## src/rtl/cap_slope_timer.sv

```systemverilog
module cap_slope_timer #(
  parameter int CNT_W    = 20,
  parameter int TICK_DIV = 50,
  parameter int FS_SHORT = 25000,
  parameter int FS_LONG  = 250000
) (
  input  logic             clk,
  input  logic             rst_n,
  input  logic             start,
  input  logic [2:0]       range_sel,
  input  logic             cmp_lo,
  input  logic             cmp_hi,
  output logic             src_en,
  output logic             src_dir,
  output logic [1:0]       cur_code,
  output logic [CNT_W-1:0] result,
  output logic             done,
  output logic             over_range,
  output logic             busy
);
  localparam int PRE_W = $clog2(TICK_DIV + 1);
  localparam int TO_W  = $clog2(2 * FS_LONG + 1);
  localparam logic [CNT_W-1:0] CNT_MAX = {CNT_W{1'b1}};

  typedef enum logic [2:0] {S_IDLE, S_PRE, S_CWAIT, S_CTIME, S_DWAIT, S_DTIME} st_t;

  st_t st_q, st_d;
  logic [2:0] lo_sh, hi_sh;
  logic [PRE_W-1:0] pre_q;
  logic [TO_W-1:0] to_q, to_lim;
  logic [2:0] rng_q;
  logic [CNT_W-1:0] cnt_q, chg_q, cnt_inc;
  logic [CNT_W:0] sum;
  logic tick, long_q, expire, fin;
  logic lo_s, hi_s, lo_rise, lo_fall, hi_rise, hi_fall;

  assign lo_s    = lo_sh[1];
  assign hi_s    = hi_sh[1];
  assign lo_rise = lo_sh[1] & ~lo_sh[2];
  assign lo_fall = ~lo_sh[1] & lo_sh[2];
  assign hi_rise = hi_sh[1] & ~hi_sh[2];
  assign hi_fall = ~hi_sh[1] & hi_sh[2];

  assign tick     = (pre_q == PRE_W'(TICK_DIV - 1));
  assign long_q   = (rng_q >= 3'd4);
  assign to_lim   = long_q ? TO_W'(2 * FS_LONG) : TO_W'(2 * FS_SHORT);
  assign cur_code = long_q ? 2'd3 : rng_q[1:0];
  assign busy     = (st_q != S_IDLE);
  assign src_en   = busy;
  assign src_dir  = (st_q == S_CWAIT) || (st_q == S_CTIME);
  assign cnt_inc  = (cnt_q == CNT_MAX || !tick) ? cnt_q : cnt_q + 1'b1;
  assign sum      = {1'b0, chg_q} + {1'b0, cnt_inc};
  assign expire   = busy && tick && (to_q == to_lim - TO_W'(1));
  assign fin      = (st_q == S_DTIME) && lo_fall && !expire;

  always_comb begin
    st_d = st_q;
    case (st_q)
      S_IDLE:  if (start)   st_d = S_PRE;
      S_PRE:   if (!lo_s)   st_d = S_CWAIT;
      S_CWAIT: if (lo_rise) st_d = S_CTIME;
      S_CTIME: if (hi_rise) st_d = S_DWAIT;
      S_DWAIT: if (hi_fall) st_d = S_DTIME;
      S_DTIME: if (lo_fall) st_d = S_IDLE;
      default:              st_d = S_IDLE;
    endcase
    if (expire) st_d = S_IDLE;
  end

  always_ff @(posedge clk or negedge rst_n) begin
    if (!rst_n) begin
      st_q       <= S_IDLE;
      lo_sh      <= '0;
      hi_sh      <= '0;
      pre_q      <= '0;
      to_q       <= '0;
      rng_q      <= '0;
      cnt_q      <= '0;
      chg_q      <= '0;
      result     <= '0;
      done       <= 1'b0;
      over_range <= 1'b0;
    end else begin
      st_q  <= st_d;
      lo_sh <= {lo_sh[1:0], cmp_lo};
      hi_sh <= {hi_sh[1:0], cmp_hi};
      pre_q <= tick ? '0 : pre_q + 1'b1;

      if (st_q == S_IDLE || st_d != st_q) to_q <= '0;
      else if (tick)                      to_q <= to_q + 1'b1;

      if (st_q == S_IDLE && start) begin
        rng_q      <= range_sel;
        over_range <= 1'b0;
      end
      if (expire) over_range <= 1'b1;

      if (st_q == S_CTIME || st_q == S_DTIME) cnt_q <= cnt_inc;
      else                                    cnt_q <= '0;
      if (st_q == S_CTIME && hi_rise) chg_q <= cnt_inc;

      done <= fin;
      if (fin) result <= sum[CNT_W:1];
    end
  end

  p_pre_discharge_r2: assert property (@(posedge clk) disable iff (!rst_n)
    (st_q == S_PRE) |-> (src_en && !src_dir));

  p_reverse_r4: assert property (@(posedge clk) disable iff (!rst_n)
    (st_q == S_CTIME && hi_rise && !expire) |=> (src_en && !src_dir));

  p_done_pulse_r5: assert property (@(posedge clk) disable iff (!rst_n)
    done |=> !done);

  p_done_idle_r5: assert property (@(posedge clk) disable iff (!rst_n)
    done |-> (!src_en && !busy));

  p_code_hold_r6: assert property (@(posedge clk) disable iff (!rst_n)
    (busy && $past(busy)) |-> $stable(cur_code));

  p_timeout_off_r7: assert property (@(posedge clk) disable iff (!rst_n)
    $rose(over_range) |-> (!src_en && !busy));

  p_no_overflow_r8: assert property (@(posedge clk) disable iff (!rst_n)
    ((st_q == S_CTIME || st_q == S_DTIME) && cnt_q == CNT_MAX && st_d == st_q) |=> (cnt_q == CNT_MAX));
endmodule

```

## config.mk

```make
export PLATFORM = sky130hd
export DESIGN_NAME = cap_slope_timer
export DESIGN_NICKNAME = d
export VERILOG_FILES = /design/src/rtl/cap_slope_timer.sv
export SDC_FILE = /design/constraint.sdc
export NUM_CORES = 1
export LEC_CHECK = 0
export BUFFER_PORTS_ARGS = -buffer_cell sky130_fd_sc_hd__buf_2
export CELL_PAD_IN_SITES_DETAIL_PLACEMENT = 0
export CELL_PAD_IN_SITES_GLOBAL_PLACEMENT = 1
export CORE_UTILIZATION = 47
export DETAILED_ROUTE_END_ITERATION = 16
export PLACE_DENSITY = 0.89
export SLEW_MARGIN = 20
export SYNTH_ARGS = -nofsm -noshare
export SYNTH_HDL_FRONTEND = slang
export SYNTH_SLANG_ARGS = --single-unit
```

## constraint.sdc

```tcl
create_clock -name clk -period 4.72 [get_ports clk]
set_input_delay 0.944 -clock clk [delete_from_list [all_inputs] [get_ports clk]]
set_output_delay 0.944 -clock clk [all_outputs]
set_load 0.005 [all_outputs]
```

== After elaboration in Yosys (flattened, before gate mapping) ==
Index checks and enable logic that the tools add are counted.

* Bitwise operators: 8
* Multiplexer cells: 17
* Eq/ne operators: 9
* $lt $le $gt $ge: 1
* Add/sub/neg operators: 5
* Reduce and logical (&&, ||, !) cells: 16

{| class="wikitable"
|+ Operators with widths
! kind !! count
|-
| $mux W19 || 3
|-
| $mux W20 || 2
|-
| $add A20 B20 Y21 || 1
|-
| $mux W3 || 7
|-
| $add A20 B1 Y20 const B || 1
|-
| $eq A20 B20 Y1 const B || 1
|-
| $add A19 B1 Y19 const B || 1
|-
| $eq A19 B19 Y1 || 1
|-
| $sub A19 B1 Y19 const B || 1
|-
| $pmux W3 S6 || 1
|-
| $add A6 B1 Y6 const B || 1
|-
| $eq A3 B2 Y1 const B || 2
|-
| $eq A3 B3 Y1 const B || 2
|-
| $eq A6 B6 Y1 const B || 1
|-
| $logic_and A1 B1 Y1 || 6
|-
| $mux W6 || 1
|-
| $and A1 B1 Y1 || 4
|-
| $logic_or A1 B1 Y1 || 4
|-
| $not A1 Y1 || 4
|-
| $reduce_bool A2 Y1 || 2
|-
| $eq A3 B1 Y1 const B || 1
|-
| $ge A3 B3 Y1 const B || 1
|-
| $logic_not A3 Y1 || 1
|-
| $ne A3 B3 Y1 || 1
|-
| other kinds (4) || 6
|}

* Logic and storage cells: 67
* Register bits after elaboration: 99

== Logic depth before layout (Yosys ltp) ==
* Word-level depth: 9
* Gate-level depth with buffers: 17
* Gate-level depth less buffers: 16

== Worst setup path before layout ==
Ideal clock, no wire load.

* Path type: register -> register
* Start: register cnt_q[0]
* End: register result[19]
* Required time: 4,591 ps
* Clock period less this slack: 4,188 ps
* Slack: 532 ps
* Library setup time: 129 ps
* Buffers on the path: 1
* Stages on the path, launching flop included: 18
* Data arrival time: 4,058 ps
* Cells stage by stage: dfrtp_1 ha_1 nand3_1 nor2_1 a2111oi_0 and4_1 clkbuf_1 nand4_1 xor2_1 inv_1 ha_1 a21o_1 a21o_1 a21o_1 a22o_1 a211o_1 and3_1 o41a_1

* Longest elaborated chain between the ends: 4

{| class="wikitable"
|+ RTL lines
! item !! RTL line !! source
|-
| start: declaration || 32 || <nowiki>logic [CNT_W-1:0] cnt_q, chg_q, cnt_inc;</nowiki>
|-
| start signal: assignment || 98 || <nowiki>if (st_q == S_CTIME || st_q == S_DTIME) cnt_q <= cnt_inc;</nowiki>
|-
| parallel branches: the longest is 2 deep, another holds $add A20 B1 Y20 || n/a ||
|-
| $mux W20 (*) || 51 || <nowiki>assign cnt_inc = (cnt_q == CNT_MAX || !tick) ? cnt_q : cnt_q + 1'b1;</nowiki>
|-
| named net cnt_inc[11] || 32 ||
|-
| $add A20 B20 Y21 (*) || 52 || <nowiki>assign sum = {1'b0, chg_q} + {1'b0, cnt_inc};</nowiki>
|-
| end signal: assignment || 103 || <nowiki>if (fin) result <= sum[CNT_W:1];</nowiki>
|-
| end: declaration || 16 || <nowiki>output logic [CNT_W-1:0] result,</nowiki>
|}

Mark *: on every way through the listed nets, which the timed path passes.
A chain may end at the register's enable or synchronous reset.

== Worst setup path after layout ==
Ends and elaborated chain as after synthesis.

==> summary.txt <==
Timing
  – Final WS setup: 459 ps
  – Slew margin rel.: 0.416
  – Tmin final: 4260 ps
  – Clock Skews: 5.89 ps
  – F_max: around 230 MHz
  – Final Hold Fails: 0
  – Fin Setup TNS: 0 ps
  – RSZ-0062 raised after global routing: false
  – Least-Margin Pin Slew: 875 ps
  – Worst Hold Slack: 352 ps
  – Max-slew violation count: 0
  – Fin crit share: 0.903
  – Final Setup Violations: 0

Layout
  – Share of cells above drive strength 1: 0.116
  – Layout area overhead: 11.3%
  – Filler cell count: 1015
  – Antenna diodes: 0
  – Final net count: between 600 and 700
  – Fin util: 0.547
  – Finished Layout Cells: between 700 and 800

Logic synthesis
  – Distinct cells, synth: 65
  – Avg Cell Area, Syn: 9.19 um^2
  – Ys flop type: dfrtp_1
  – Number of synthesized flops with an enable pin: 0
  – Post-synth top area cell: dfrtp_1
  – Mapped cell area: 5440 um^2
  – Synth top cells by count: dfrtp_1 (99), nor2_1 (91), nand2_1 (53)
  – YS warnings: 0
  – Sequential cell area fraction in the yosys report: 0.455
  – Ranking of synthesized cells by area: dfrtp_1 (46%), nor2_1 (6.3%), ha_1 (5.3%), xnor2_1 (4.5%), a21oi_1 (3.7%)
  – Top-area cell type share of the netlist area: 0.455
  – Asr flop ratio synth: 1.00
  – Syn Nets: approximately 620
  – Count leader, synth: dfrtp_1
  – Yosys reg bits: 99
  – Mapped Cells: 592

Placed design
  – Port bufs: 34
  – Pre-CTS setup slack: 443 ps
  – HPWL Detailed: 7780 um
  – Placed Cells: 755
  – Placer Congestion: ~0.84

Worst setup path
  – Worst r2r path cells: 17
  – CP Launch Type: flop
  – WP buf/inv: 2
  – Critical path depth in cells: 17
  – Crit path capture type: flop
  – Worst EP required: about 5000 ps
  – Largest stage delay, worst path: approximately 440 ps
  – Cell family with most CP delay: compound AO/OA/AOI/OAI gates
  – Slowest CP cell: dfrtp_1
  – Critical path cell sequence: ha_1, nand3_1, nor2_1, a2111oi_0, buf_4, and4_1, nand4_1, xor2_1, inv_1, ha_1, a21o_1, a21o_1, a21o_1, a22o_1, a211o_1, and3_1, o41a_1
  – Critical path type: reg -> reg
  – Arr. time, crit path: 4500 ps
  – CP Max Fanout: 6
  – Worst path most repeated cell: a21o_1

Status
  – Outcome: completed

Clock network
  – Reg clk slew, reported paths: 70 ps
  – Clock Tree Buf Depth: 2
  – Worst skew pair latency: 350 ps
  – Post-CTS setup buffer count: 0
  – H-tree lvl count: 3
  – Root Driver: clkbuf_16
  – CTS resizes: 0
  – # clock sinks: 99
  – Total CTS buffers: 9
  – Hold buffers post-CTS: 0
  – CTS tree: built

Power
  – Max IR drop VDD: 0.273 mV
  – Power Density: about 460 nW/um^2
  – Lkg Pwr: approximately 3 nW

GRT
  – Pin count of the biggest net entering global routing: 72
  – Vias in the first global route: 3906
  – Overflow after GRT: 0
  – Total Routing Usage GR: 0.194
  – First-pass GRT wire length: between 15000 and 20000 um
  – Antenna violations before repair: 0

Drt
  – Total number of vias: 4198
  – First-pass DRT Iterations: 4
  – Post-route DRC violation count: 0
  – Routed vias/inst: 5.44
  – Per-cell routed wire length: about 14 um
  – ANT nets after route: 0
  – Post-Route WL: ~11000 um
  – DRT iter0 DRCs: 196

Die
  – Die H: 110 um
  – Die boundary width: 110 um
  – Num rows: 38
  – Starting density of the core: 0.491
  – Io pins: 35
  – DIE AREA: roughly 12000 um^2
  – Core ar.: 11100 um^2

Hold path
  – Hold Path Class: reg -> reg
  – WHS Path Cells: 0

Flow run
  – Max Cap Viol: 0
==> flip-flops by register name, indices dropped and copies added, names as in the netlist <==
signal / cells
over_range: 1
pre_q: 6
st_q: 3
done: 1
hi_sh: 3
result: 20
chg_q: 20
lo_sh: 3
cnt_q: 20
rng_q: 3
to_q: 19
==> cells by family after synthesis <==
logic type,share of synthesized area
multiplexers,0.0140
buffers and inverters,0.0412
AND/OR/NAND/NOR,0.207
adder cells (fa/ha/maj),0.0566
flip-flops,0.455
AO/OA/AOI/OAI,0.147
XOR/XNOR,0.0789
==> metrics by stage <==
step,cell area [um^2],power [mW]
final,6050,2.76
after global routing,6050,2.99
after CTS,6050,2.81
after detailed placement,5770,2.07
after global placement,5770,2.04
after floorplan,5440,1.81
==> routing by layer <==
layer / vias to the layer above / GRT usage / wire, um
met3: 20 / 0.0451 / 311
met1: 1984 / 0.254 / 5130
met4: 0 / 0.0781 / 201
li1: 2126 / - / -
met2: 68 / 0.310 / 4890
met5: - / 0 / 0
==> final timing paths <==
check                                    endpoint                from  slack, ps
max                        result[19]$_DFFE_PN0P_  cnt_q[0]$_DFF_PN0_        460
min                            hi_sh[1]$_DFF_PN0_  hi_sh[0]$_DFF_PN0_        350
max reg2reg                result[19]$_DFFE_PN0P_  cnt_q[0]$_DFF_PN0_        460
min reg2reg                    hi_sh[1]$_DFF_PN0_  hi_sh[0]$_DFF_PN0_        350
max in group asynchronous       st_q[0]$_DFF_PN0_               rst_n       3100
min in group asynchronous   result[3]$_DFFE_PN0P_               rst_n        720
==> cells in the final DEF (no fill, tap or decap), types with 4 or more instances in the layout <==
cell,netlist,final
or2_2,4,4
buf_4,1,8
xor2_1,21,21
and3_1,7,7
nor2_1,91,91
and2_1,4,4
o31ai_1,4,4
a21oi_1,40,40
clkbuf_16,0,9
nor3_1,16,15
o21ai_0,21,20
or3_1,5,5
dfrtp_1,99,99
nand3_1,17,17
inv_6,0,6
inv_1,38,38
a21o_1,9,9
a211oi_1,5,5
nand4_1,14,14
buf_2,2,33
xnor2_1,28,28
o21a_1,7,7
ha_1,23,23
mux2_2,5,5
and4_1,6,6
nand2_1,53,53
==> cell type report <==
class,instances,area [um^2],area share
well taps,140,175,0.0289
inverters,38,143,0.0236
clock inverters,7,63.8,0.0105
repair buffers,41,225,0.0372
flip-flops and latches,99,2480,0.409
multi-input cells,437,2750,0.453
clock buffers,9,225,0.0372
==> where the power goes <==
part / internal, mW / switching (mW) / total, mW / leakage (nW)
sequential: 1.02 / 0.118 / 1.14 / 1.30
combinational: 0.380 / 0.518 / 0.898 / 1.49
clock: 0.373 / 0.350 / 0.722 / 0.144
No activity file was read; power rests on OpenSTA's default activity.
